--- src/rtl/can_fault_pkg.sv ---
package can_fault_pkg;

  localparam int CAUSE_N   = 6;
  localparam int FLAG_N    = 6;
  localparam int ST_WARN   = 16;
  localparam int ST_PASS   = 17;
  localparam int ST_OFF    = 18;
  localparam int ST_CAUSE0 = 19;

  // flag order: warning, passive, bus-off, lost, abort, mailbox
  localparam int FLAG_POS [FLAG_N] = '{8, 9, 10, 11, 14, 15};

  localparam logic [1:0] ADDR_STATUS = 2'd0;
  localparam logic [1:0] ADDR_FLAG   = 2'd1;
  localparam logic [1:0] ADDR_MASK   = 2'd2;
  localparam logic [1:0] ADDR_LEVEL  = 2'd3;

  typedef struct packed {
    logic               txUp;
    logic               txDown;
    logic               rxUp;
    logic               rxDown;
    logic               cntClear;
    logic [CAUSE_N-1:0] causeSet;
    logic [FLAG_N-1:0]  flagSet;
    logic               statusWr;
    logic               flagWr;
    logic               maskWr;
    logic               levelWr;
  } strobeT;

endpackage

--- src/rtl/can_fault_ctrl.sv ---
module can_fault_ctrl
  import can_fault_pkg::*;
#(
  parameter int TEC_W    = 9,
  parameter int REC_W    = 8,
  parameter int WARN_LVL = 96,
  parameter int PASS_LVL = 128,
  parameter int OFF_LVL  = 255
) (
  input  logic                clk,
  input  logic                rstN,
  input  logic                txErrEvt,
  input  logic                txOkEvt,
  input  logic                rxErrEvt,
  input  logic                rxOkEvt,
  input  logic [CAUSE_N-1:0]  busErrCause,
  input  logic                rxLostEvt,
  input  logic                abortAckEvt,
  input  logic                mbxDoneEvt,
  input  logic                reinitReq,
  input  logic                regWrEn,
  input  logic [1:0]          regAddr,
  input  logic [TEC_W-1:0]    tecQ,
  input  logic [REC_W-1:0]    recQ,
  output strobeT              stb,
  output logic                stWarn,
  output logic                stPass,
  output logic                stOff
);

  localparam logic [TEC_W-1:0] TEC_WARN = TEC_W'(WARN_LVL);
  localparam logic [TEC_W-1:0] TEC_PASS = TEC_W'(PASS_LVL);
  localparam logic [TEC_W-1:0] TEC_OFF  = TEC_W'(OFF_LVL);
  localparam logic [REC_W-1:0] REC_WARN = REC_W'(WARN_LVL);
  localparam logic [REC_W-1:0] REC_PASS = REC_W'(PASS_LVL);

  logic warnPrev, passPrev, offPrev;
  logic live;

  assign stOff  = tecQ > TEC_OFF;
  assign stPass = (tecQ >= TEC_PASS) || (recQ >= REC_PASS);
  assign stWarn = (tecQ >= TEC_WARN) || (recQ >= REC_WARN);
  assign live   = !stOff && !reinitReq;

  always_ff @(posedge clk or negedge rstN) begin
    if (!rstN) begin
      warnPrev <= 1'b0;
      passPrev <= 1'b0;
      offPrev  <= 1'b0;
    end else begin
      warnPrev <= stWarn;
      passPrev <= stPass;
      offPrev  <= stOff;
    end
  end

  always_comb begin
    stb          = '0;
    stb.txUp     = live && txErrEvt;
    stb.txDown   = live && txOkEvt && !txErrEvt;
    stb.rxUp     = live && rxErrEvt;
    stb.rxDown   = live && rxOkEvt && !rxErrEvt;
    stb.cntClear = reinitReq;
    stb.causeSet = busErrCause;
    stb.flagSet  = {mbxDoneEvt, abortAckEvt, rxLostEvt,
                    stOff && !offPrev, stPass && !passPrev, stWarn && !warnPrev};
    stb.statusWr = regWrEn && (regAddr == ADDR_STATUS);
    stb.flagWr   = regWrEn && (regAddr == ADDR_FLAG);
    stb.maskWr   = regWrEn && (regAddr == ADDR_MASK);
    stb.levelWr  = regWrEn && (regAddr == ADDR_LEVEL);
  end

endmodule

--- src/rtl/can_fault_dp.sv ---
module can_fault_dp
  import can_fault_pkg::*;
#(
  parameter int TEC_W   = 9,
  parameter int REC_W   = 8,
  parameter int NUM_MBX = 32,
  parameter int MBX_W   = 5,
  parameter int TX_STEP = 8
) (
  input  logic              clk,
  input  logic              rstN,
  input  strobeT            stb,
  input  logic [31:0]       wData,
  input  logic [MBX_W-1:0]  mbxNum,
  input  logic              stWarn,
  input  logic              stPass,
  input  logic              stOff,
  output logic [TEC_W-1:0]  tecQ,
  output logic [REC_W-1:0]  recQ,
  output logic [31:0]       statusWord,
  output logic [31:0]       flagWord,
  output logic              irqLine0,
  output logic              irqLine1
);

  localparam logic [TEC_W-1:0] TX_INC  = TEC_W'(TX_STEP);
  localparam logic [REC_W-1:0] REC_MAX = '1;

  logic [CAUSE_N-1:0] causeQ;
  logic [FLAG_N-1:0]  flagQ;
  logic [FLAG_N-1:0]  flagEnQ;
  logic [2:0]         lineEnQ;
  logic [MBX_W-1:0]   numQ;
  logic [NUM_MBX-1:0] levelQ;
  logic               sysPend, mbxPend, mbxLvl;

  // error counters
  always_ff @(posedge clk or negedge rstN) begin
    if (!rstN) begin
      tecQ <= '0;
      recQ <= '0;
    end else if (stb.cntClear) begin
      tecQ <= '0;
      recQ <= '0;
    end else begin
      if (stb.txUp)                       tecQ <= tecQ + TX_INC;
      else if (stb.txDown && tecQ != '0)  tecQ <= tecQ - 1'b1;
      if (stb.rxUp && recQ != REC_MAX)    recQ <= recQ + 1'b1;
      else if (stb.rxDown && recQ != '0)  recQ <= recQ - 1'b1;
    end
  end

  // latched bus-error causes, write-one-to-clear, set wins
  for (genvar i = 0; i < CAUSE_N; i++) begin : g_cause
    always_ff @(posedge clk or negedge rstN) begin
      if (!rstN) causeQ[i] <= 1'b0;
      else       causeQ[i] <= stb.causeSet[i] |
                              (causeQ[i] & ~(stb.statusWr & wData[ST_CAUSE0+i]));
    end
  end

  // interrupt flags and their enables
  for (genvar k = 0; k < FLAG_N; k++) begin : g_flag
    always_ff @(posedge clk or negedge rstN) begin
      if (!rstN) begin
        flagQ[k]   <= 1'b0;
        flagEnQ[k] <= 1'b0;
      end else begin
        flagQ[k] <= stb.flagSet[k] | (flagQ[k] & ~(stb.flagWr & wData[FLAG_POS[k]]));
        if (stb.maskWr) flagEnQ[k] <= wData[FLAG_POS[k]];
      end
    end
  end

  always_ff @(posedge clk or negedge rstN) begin
    if (!rstN) begin
      lineEnQ <= '0;
      numQ    <= '0;
      levelQ  <= '0;
    end else begin
      if (stb.maskWr)           lineEnQ <= wData[2:0];
      if (stb.flagSet[FLAG_N-1]) numQ   <= mbxNum;
      if (stb.levelWr)          levelQ  <= wData[NUM_MBX-1:0];
    end
  end

  always_comb begin
    statusWord          = '0;
    statusWord[ST_WARN] = stWarn;
    statusWord[ST_PASS] = stPass;
    statusWord[ST_OFF]  = stOff;
    statusWord[ST_CAUSE0 +: CAUSE_N] = causeQ;
    flagWord            = '0;
    for (int k = 0; k < FLAG_N; k++) flagWord[FLAG_POS[k]] = flagQ[k];
    flagWord[MBX_W-1:0] = numQ;
  end

  assign sysPend  = |(flagQ[FLAG_N-2:0] & flagEnQ[FLAG_N-2:0]);
  assign mbxPend  = flagQ[FLAG_N-1] & flagEnQ[FLAG_N-1];
  assign mbxLvl   = levelQ[numQ];
  assign irqLine0 = lineEnQ[0] & ((sysPend & ~lineEnQ[2]) | (mbxPend & ~mbxLvl));
  assign irqLine1 = lineEnQ[1] & ((sysPend &  lineEnQ[2]) | (mbxPend &  mbxLvl));

endmodule

--- src/rtl/can_fault_irq_unit.sv ---
module can_fault_irq_unit
  import can_fault_pkg::*;
#(
  parameter int TEC_W    = 9,
  parameter int REC_W    = 8,
  parameter int NUM_MBX  = 32,
  parameter int WARN_LVL = 96,
  parameter int PASS_LVL = 128,
  parameter int OFF_LVL  = 255,
  parameter int TX_STEP  = 8,
  localparam int MBX_W   = $clog2(NUM_MBX)
) (
  input  logic              clk,
  input  logic              rstN,
  input  logic              txErrEvt,
  input  logic              txOkEvt,
  input  logic              rxErrEvt,
  input  logic              rxOkEvt,
  input  logic [5:0]        busErrCause,
  input  logic              rxLostEvt,
  input  logic              abortAckEvt,
  input  logic              mbxDoneEvt,
  input  logic [MBX_W-1:0]  mbxNum,
  input  logic              reinitReq,
  input  logic              regWrEn,
  input  logic [1:0]        regAddr,
  input  logic [31:0]       regWData,
  output logic [31:0]       statusWord,
  output logic [31:0]       flagWord,
  output logic [TEC_W-1:0]  txErrCnt,
  output logic [REC_W-1:0]  rxErrCnt,
  output logic              irqLine0,
  output logic              irqLine1,
  output logic              busOff
);

  strobeT stb;
  logic   stWarn, stPass, stOff;

  can_fault_ctrl #(
    .TEC_W(TEC_W), .REC_W(REC_W),
    .WARN_LVL(WARN_LVL), .PASS_LVL(PASS_LVL), .OFF_LVL(OFF_LVL)
  ) u_ctrl (
    .clk(clk), .rstN(rstN),
    .txErrEvt(txErrEvt), .txOkEvt(txOkEvt), .rxErrEvt(rxErrEvt), .rxOkEvt(rxOkEvt),
    .busErrCause(busErrCause), .rxLostEvt(rxLostEvt), .abortAckEvt(abortAckEvt),
    .mbxDoneEvt(mbxDoneEvt), .reinitReq(reinitReq),
    .regWrEn(regWrEn), .regAddr(regAddr),
    .tecQ(txErrCnt), .recQ(rxErrCnt),
    .stb(stb), .stWarn(stWarn), .stPass(stPass), .stOff(stOff)
  );

  can_fault_dp #(
    .TEC_W(TEC_W), .REC_W(REC_W), .NUM_MBX(NUM_MBX), .MBX_W(MBX_W), .TX_STEP(TX_STEP)
  ) u_dp (
    .clk(clk), .rstN(rstN), .stb(stb), .wData(regWData), .mbxNum(mbxNum),
    .stWarn(stWarn), .stPass(stPass), .stOff(stOff),
    .tecQ(txErrCnt), .recQ(rxErrCnt),
    .statusWord(statusWord), .flagWord(flagWord),
    .irqLine0(irqLine0), .irqLine1(irqLine1)
  );

  assign busOff = stOff;

endmodule

--- config.mk ---
export PLATFORM = sky130hd
export DESIGN_NAME = can_fault_irq_unit
export DESIGN_NICKNAME = d
export VERILOG_FILES = /design/src/rtl/can_fault_pkg.sv /design/src/rtl/can_fault_ctrl.sv /design/src/rtl/can_fault_dp.sv /design/src/rtl/can_fault_irq_unit.sv
export SDC_FILE = /design/constraint.sdc
export NUM_CORES = 1
export LEC_CHECK = 0
export ABC_AREA = 0
export CORE_ASPECT_RATIO = 2
export CORE_MARGIN = 1
export CORE_UTILIZATION = 47
export CTS_CLUSTER_SIZE = 28
export DETAILED_ROUTE_END_ITERATION = 8
export GPL_ROUTABILITY_DRIVEN = 0
export MAX_ROUTING_LAYER = met4
export PLACE_DENSITY = 0.88
export REMOVE_ABC_BUFFERS = 1
export SLEW_MARGIN = 10
export SYNTH_ARGS = -nofsm -noshare
export SYNTH_HDL_FRONTEND = slang
export SYNTH_HIERARCHICAL = 1
export SYNTH_SLANG_ARGS = --single-unit
--- constraint.sdc ---
create_clock -name clk -period 3.15 [get_ports clk]
set_input_delay 0.4725 -clock clk [delete_from_list [all_inputs] [get_ports clk]]
set_output_delay 0.4725 -clock clk [all_outputs]
set_load 0.05 [all_outputs]
After elaboration in Yosys (flattened, before gate mapping). Cells that the tools add are included.

Register bits after elaboration: 78. Bits in latches: 0. RAM bits: 0. Bits in read-only memories: 0. Bits of input ports: 56. Output and inout bits: 84. Memories kept: 0.

Add/sub/neg operators: 4. Multiply operators: 0. Divide/modulo/power cells: 0. $lt $le $gt $ge: 6. Equality and inequality tests: 4. Shift operators: 0. Muxes and demuxes: 8. Bitwise gates (word level): 60. Reduce and logical (&&, ||, !) cells: 32.

Operators with widths (number): $and 1x1->1 (31); $mux 9 (3); $mux 8 (3); $logic_and 1x1->1 (17); $not 1->1 (14); $or 1x1->1 (14); $add 9x4->9 const B (1); $ge 9x7->1 const B (1); $ge 9x8->1 const B (1); $gt 9x8->1 const B (1); $reduce_bool 9->1 (1); $sub 9x1->9 const B (1); $add 8x1->8 const B (1); $ge 8x7->1 const B (1); $ge 8x8->1 const B (1); $ne 8x8->1 const B (1); $reduce_bool 8->1 (1); $sub 8x1->8 const B (1); $logic_not 1->1 (7); $lt 5x6->1 const B (1); $reduce_bool 3->1 (2); $and 5x5->5 (1); $bmux 1 s5 (1); $reduce_or 5->1 (1); 5 further kinds (7).

Logic depth before layout (Yosys ltp).
Depth in word-level cells: 9. Depth in mapped cells: 10. Gate-level depth less buffers: 10.

Hierarchy. Netlist, hierarchy kept.

Modules (own cells, without submodules): can_fault_dp (instances 1, cells an instance 356, area an instance 4040.1 sq um); can_fault_ctrl (instances 1, cells an instance 30, area an instance 256.5 sq um).

Least setup slack after synthesis. No wires, ideal clock.

Kind: register to output. Start: register u_dp.numQ[1]. End: output port irqLine0. Data arrival time: 2802 ps. Required time: 2677 ps. Setup slack: -125 ps. Cell stages (with the launch flop): 8. Path through: dfrtp_1 buf_6 mux2_2 o22ai_1 a211oi_1 a21oi_1 mux2i_1 o21ai_0.

Longest elaborated chain between the ends: 6.

RTL lines: start, declared (RTL line can_fault_dp.sv:33) `logic [MBX_W-1:0] numQ;`; start signal, assigned (RTL line can_fault_dp.sv:82) `if (stb.flagSet[FLAG_N-1]) numQ <= mbxNum;`; $bmux 1 s5 (RTL line can_fault_dp.sv:100) `assign mbxLvl = levelQ[numQ];`; $mux 1 (not written as such) (RTL line can_fault_dp.sv:100); $not 1->1 (RTL line can_fault_dp.sv:101) `assign irqLine0 = lineEnQ[0] & ((sysPend & ~lineEnQ[2]) | (mbxPend & ~mbxLvl));`; $and 1x1->1 (RTL line can_fault_dp.sv:101); $or 1x1->1 (RTL line can_fault_dp.sv:101); $and 1x1->1 (RTL line can_fault_dp.sv:101); end, declared (RTL line can_fault_irq_unit.sv:32) `output logic irqLine0,`.

Every way passes these cells. The select of a mux whose other input is x is not followed.

Worst setup path after layout.
Start: register u_dp.numQ[1]. End: output port irqLine1.

Longest elaborated chain between the ends: 5.

RTL lines: $bmux 1 s5 (RTL line can_fault_dp.sv:100); $mux 1 (not written as such) (RTL line can_fault_dp.sv:100); $and 1x1->1 (RTL line can_fault_dp.sv:102) `assign irqLine1 = lineEnQ[1] & ((sysPend & lineEnQ[2]) | (mbxPend & mbxLvl));`; $or 1x1->1 (RTL line can_fault_dp.sv:102); $and 1x1->1 (RTL line can_fault_dp.sv:102); end, declared (RTL line can_fault_irq_unit.sv:33) `output logic irqLine1,`.

Every way passes these cells. The select of a mux whose other input is x is not followed.

==> impl_metrics.toml <==
[timing]
setup-violations-final = 0
fmax_mhz = 330.5
rsz0062_at_grt = "no"
slew_viol_final = 0
slew_headroom_pct = 33.34
finalCriticalPeriod_ns = 3.026
holdWs_ns = 0.2950
hold_viol = 0
period_share_pct = 96.06
worst_pin_slew_ns = 0.9999
fin_worst_skew_ns = 0.003387

[placed_design]
dp.cells = 565
io_buffers = 95
place_area_mm2 = 0.005106
hpwl_mm = 7.293

[drt]
vias_per_cell = 5.336
via_count = 3100
wire_per_inst_um = 16.85
drc = 0
drt_iter0_markers = 236
dr.pass1.iters = 4
antenna_left = 0
wl_mm = 9.787

[yosys]
yosys.area.top_type_share_pct = 45.43
ys_top_cells_by_area = "dfrtp_1 45%, mux2_2 14%, buf_4 10%"
yosysUniqueCellTypes = 56
syn_area_mm2 = 0.004297
yosys_warnings = 6
synth-seq-cells = 78
ys_async_sr_fraction_pct = 100.0
synth_common_cells = "78 x dfrtp_1, 57 x buf_4, 52 x mux2_2"
postSynthCellCount = 386
synth_top_cell_by_area = "dfrtp_1"
synth_most_common_cell = "dfrtp_1"
syn_avg_cell_area_um2 = 11.13
yosysSeqAreaShare_pct = 45.43
ys.flop_type = "dfrtp_1"
synth_edf_count = 0

[layout]
drive_above_1_share_pct = 17.75
instances_no_fill = 581
n_antenna_cell = 0
final_util_pct = 60.88
fin_area_mm2 = 0.005449
n_fill_cell = 720
nets = 540
areaGrowthSynthToFinish_pct = 26.82

[setup_path]
rrSetupSlack_ns = 0.38
startpoint_type = "flop"
cpPeakStageDelay_ns = 0.50
crit_chain = "buf_4 > mux2_2 > o22ai_1 > a2111oi_0 > a21oi_1 > mux2i_1 > a41o_1 > buf_12"
r2r_end = "u_dp/recQ[6]"
critical_path_class = "flop to output pin"
crit_required_ns = 2.68
cp_max_fo = 9
path_depth = 8
path_buf_inv = 2
critPathLaunch = "u_dp/numQ[1]"
crit_path_top_delay_cell = "dfrtp_1"
rr_startpoint = "u_dp/recQ[7]"
critPathTopFamily = "compound AO/OA/AOI/OAI gates"
endpoint_kind = "output pin"
cp.arrival_ns = 2.55
reg2regPathDepth = 9

[floorplanning]
ios = 140
coreArea_mm2 = 0.008951
die_x_um = 69.61
start_util_pct = 48.00
die_area_mm2 = 0.009552
rows = 49
die_h_um = 137.2

[pwr]
p_leak_nw = 2.377
peakVddDrop_mv = 0.5688
power_w = 0.003671
p_per_area_mw_per_mm2 = 673.8

[cts]
clk_transition_reported_paths_ns = 0.06
cts_made_buffers = 9
cts_setup_buffers = 0
cts_max_level = 3
ctsLongestPathBuffers = 2
cts_tree = "done"
cts_sinks = 78
cts_root_buf = "clkbuf_16"
clk_latency_ns = 0.33

[grt]
grt_usage_pct = 21.66
grt_max_degree = 79
grt_pass1_vias = 3211
grt_pass1_wl_mm = 15.50
antenna_found_initial = 0
globalRouteOverflowTotal = 0

[flow_run]
cap_violations = 0

[status]
status = "finished clean"

[min_path]
hold_class = "primary input to asynchronous set/reset pin"
## cell type report
class                           instances  area [um^2]  area share, %
Clock buffer                           13        270.3          4.960
Clock inverter                          3        65.06          1.194
Inverter                               13        48.80         0.8955
Multi-Input combinational cell        270         1964          36.05
Sequential cell                        78         1952          35.82
Tap cell                              102        127.6          2.342
Timing Repair Buffer                  102         1021          18.74
## worst register-to-register path, cell delays in order, from the launching register on
cell	delay, ns
dfrtp_1	0.48
nand4_1	0.16
o21ai_2	0.41
ha_1	0.35
nor2b_1	0.15
o21a_1	0.18
o21ai_0	0.23
a21boi_0	0.15
or3_1	0.32
a41o_1	0.23
## where the power goes
part	internal [W]	switching (W)	total [W]
Sequential	0.00117	0.000139	0.00131
Combinational	0.000493	0.000728	0.00122
Clock	0.000757	0.000384	0.00114
Total	0.00242	0.00125	0.00367
## kinds of logic (layout without fill, tap and decap cells)
| family | Yosys count | count (layout) | synth area share (%) |
|---|---|---|---|
| buffers and inverters | 81 | 131 | 12.78 |
| muxes | 60 | 60 | 15.49 |
| adders and majority gates | 10 | 10 | 3.087 |
| AOI/OAI and AO/OA | 60 | 60 | 10.60 |
| other | 1 | 44 | 0.08728 |
| DFF | 78 | 78 | 45.43 |
| xor gates and xnor gates | 12 | 12 | 2.446 |
| and+or+nand+nor | 84 | 84 | 10.08 |
## repair_timing
item	in CTS	in global routing
resized for setup	1	3
hold buffers	0	0
endpoints found under the setup margin	1	2
## registers in the layout, summed over array words and instances, names as in the netlist, 3 cells and up
signal and flops:
u_dp/flagEnQ 6, u_dp/tecQ 9, u_dp/numQ 5, u_dp/recQ 8, u_dp/lineEnQ 3, u_dp/statusWord 6
u_dp/flagWord 6, u_dp/levelQ 32
## how the worst max path moves through the flow
stage | end
after floorplan | irqLine0
after global placement | u_dp/recQ[6]
after detailed placement | u_dp/recQ[6]
after CTS | irqLine0
after global routing | irqLine1
final | irqLine1
## through the flow
step                TNS (ns)  setup slack [ns]
finish                     0            0.1242
global route               0           0.03420
CTS                        0           0.01502
detailed placement         0           0.03758
global placement           0            0.1593
floorplan            -0.3710           -0.3062
## metal layers
layer	vias to the layer above	wire, um	GRT usage [%]
met4	0	184	8.667
li1	1433	-	-
met1	1531	3406	21.55
met2	122	5752	41.69
met3	14	444	3.219
met5	-	0	-
## placed cells by master, fill, tap and decap left out, types with 7 or more instances in the layout
cell type / n
a211oi_1: 9
a21o_1: 12
buf_4: 8
clkbuf_16: 9
clkdlybuf4s50_1: 92
conb_1: 44
dfrtp_1: 78
ha_1: 9
inv_1: 13
mux2_2: 52
mux2i_1: 8
nand2_1: 21
nor2_1: 24
nor2b_1: 9
xnor2_1: 7
Power figures use the tool's default switching activity.
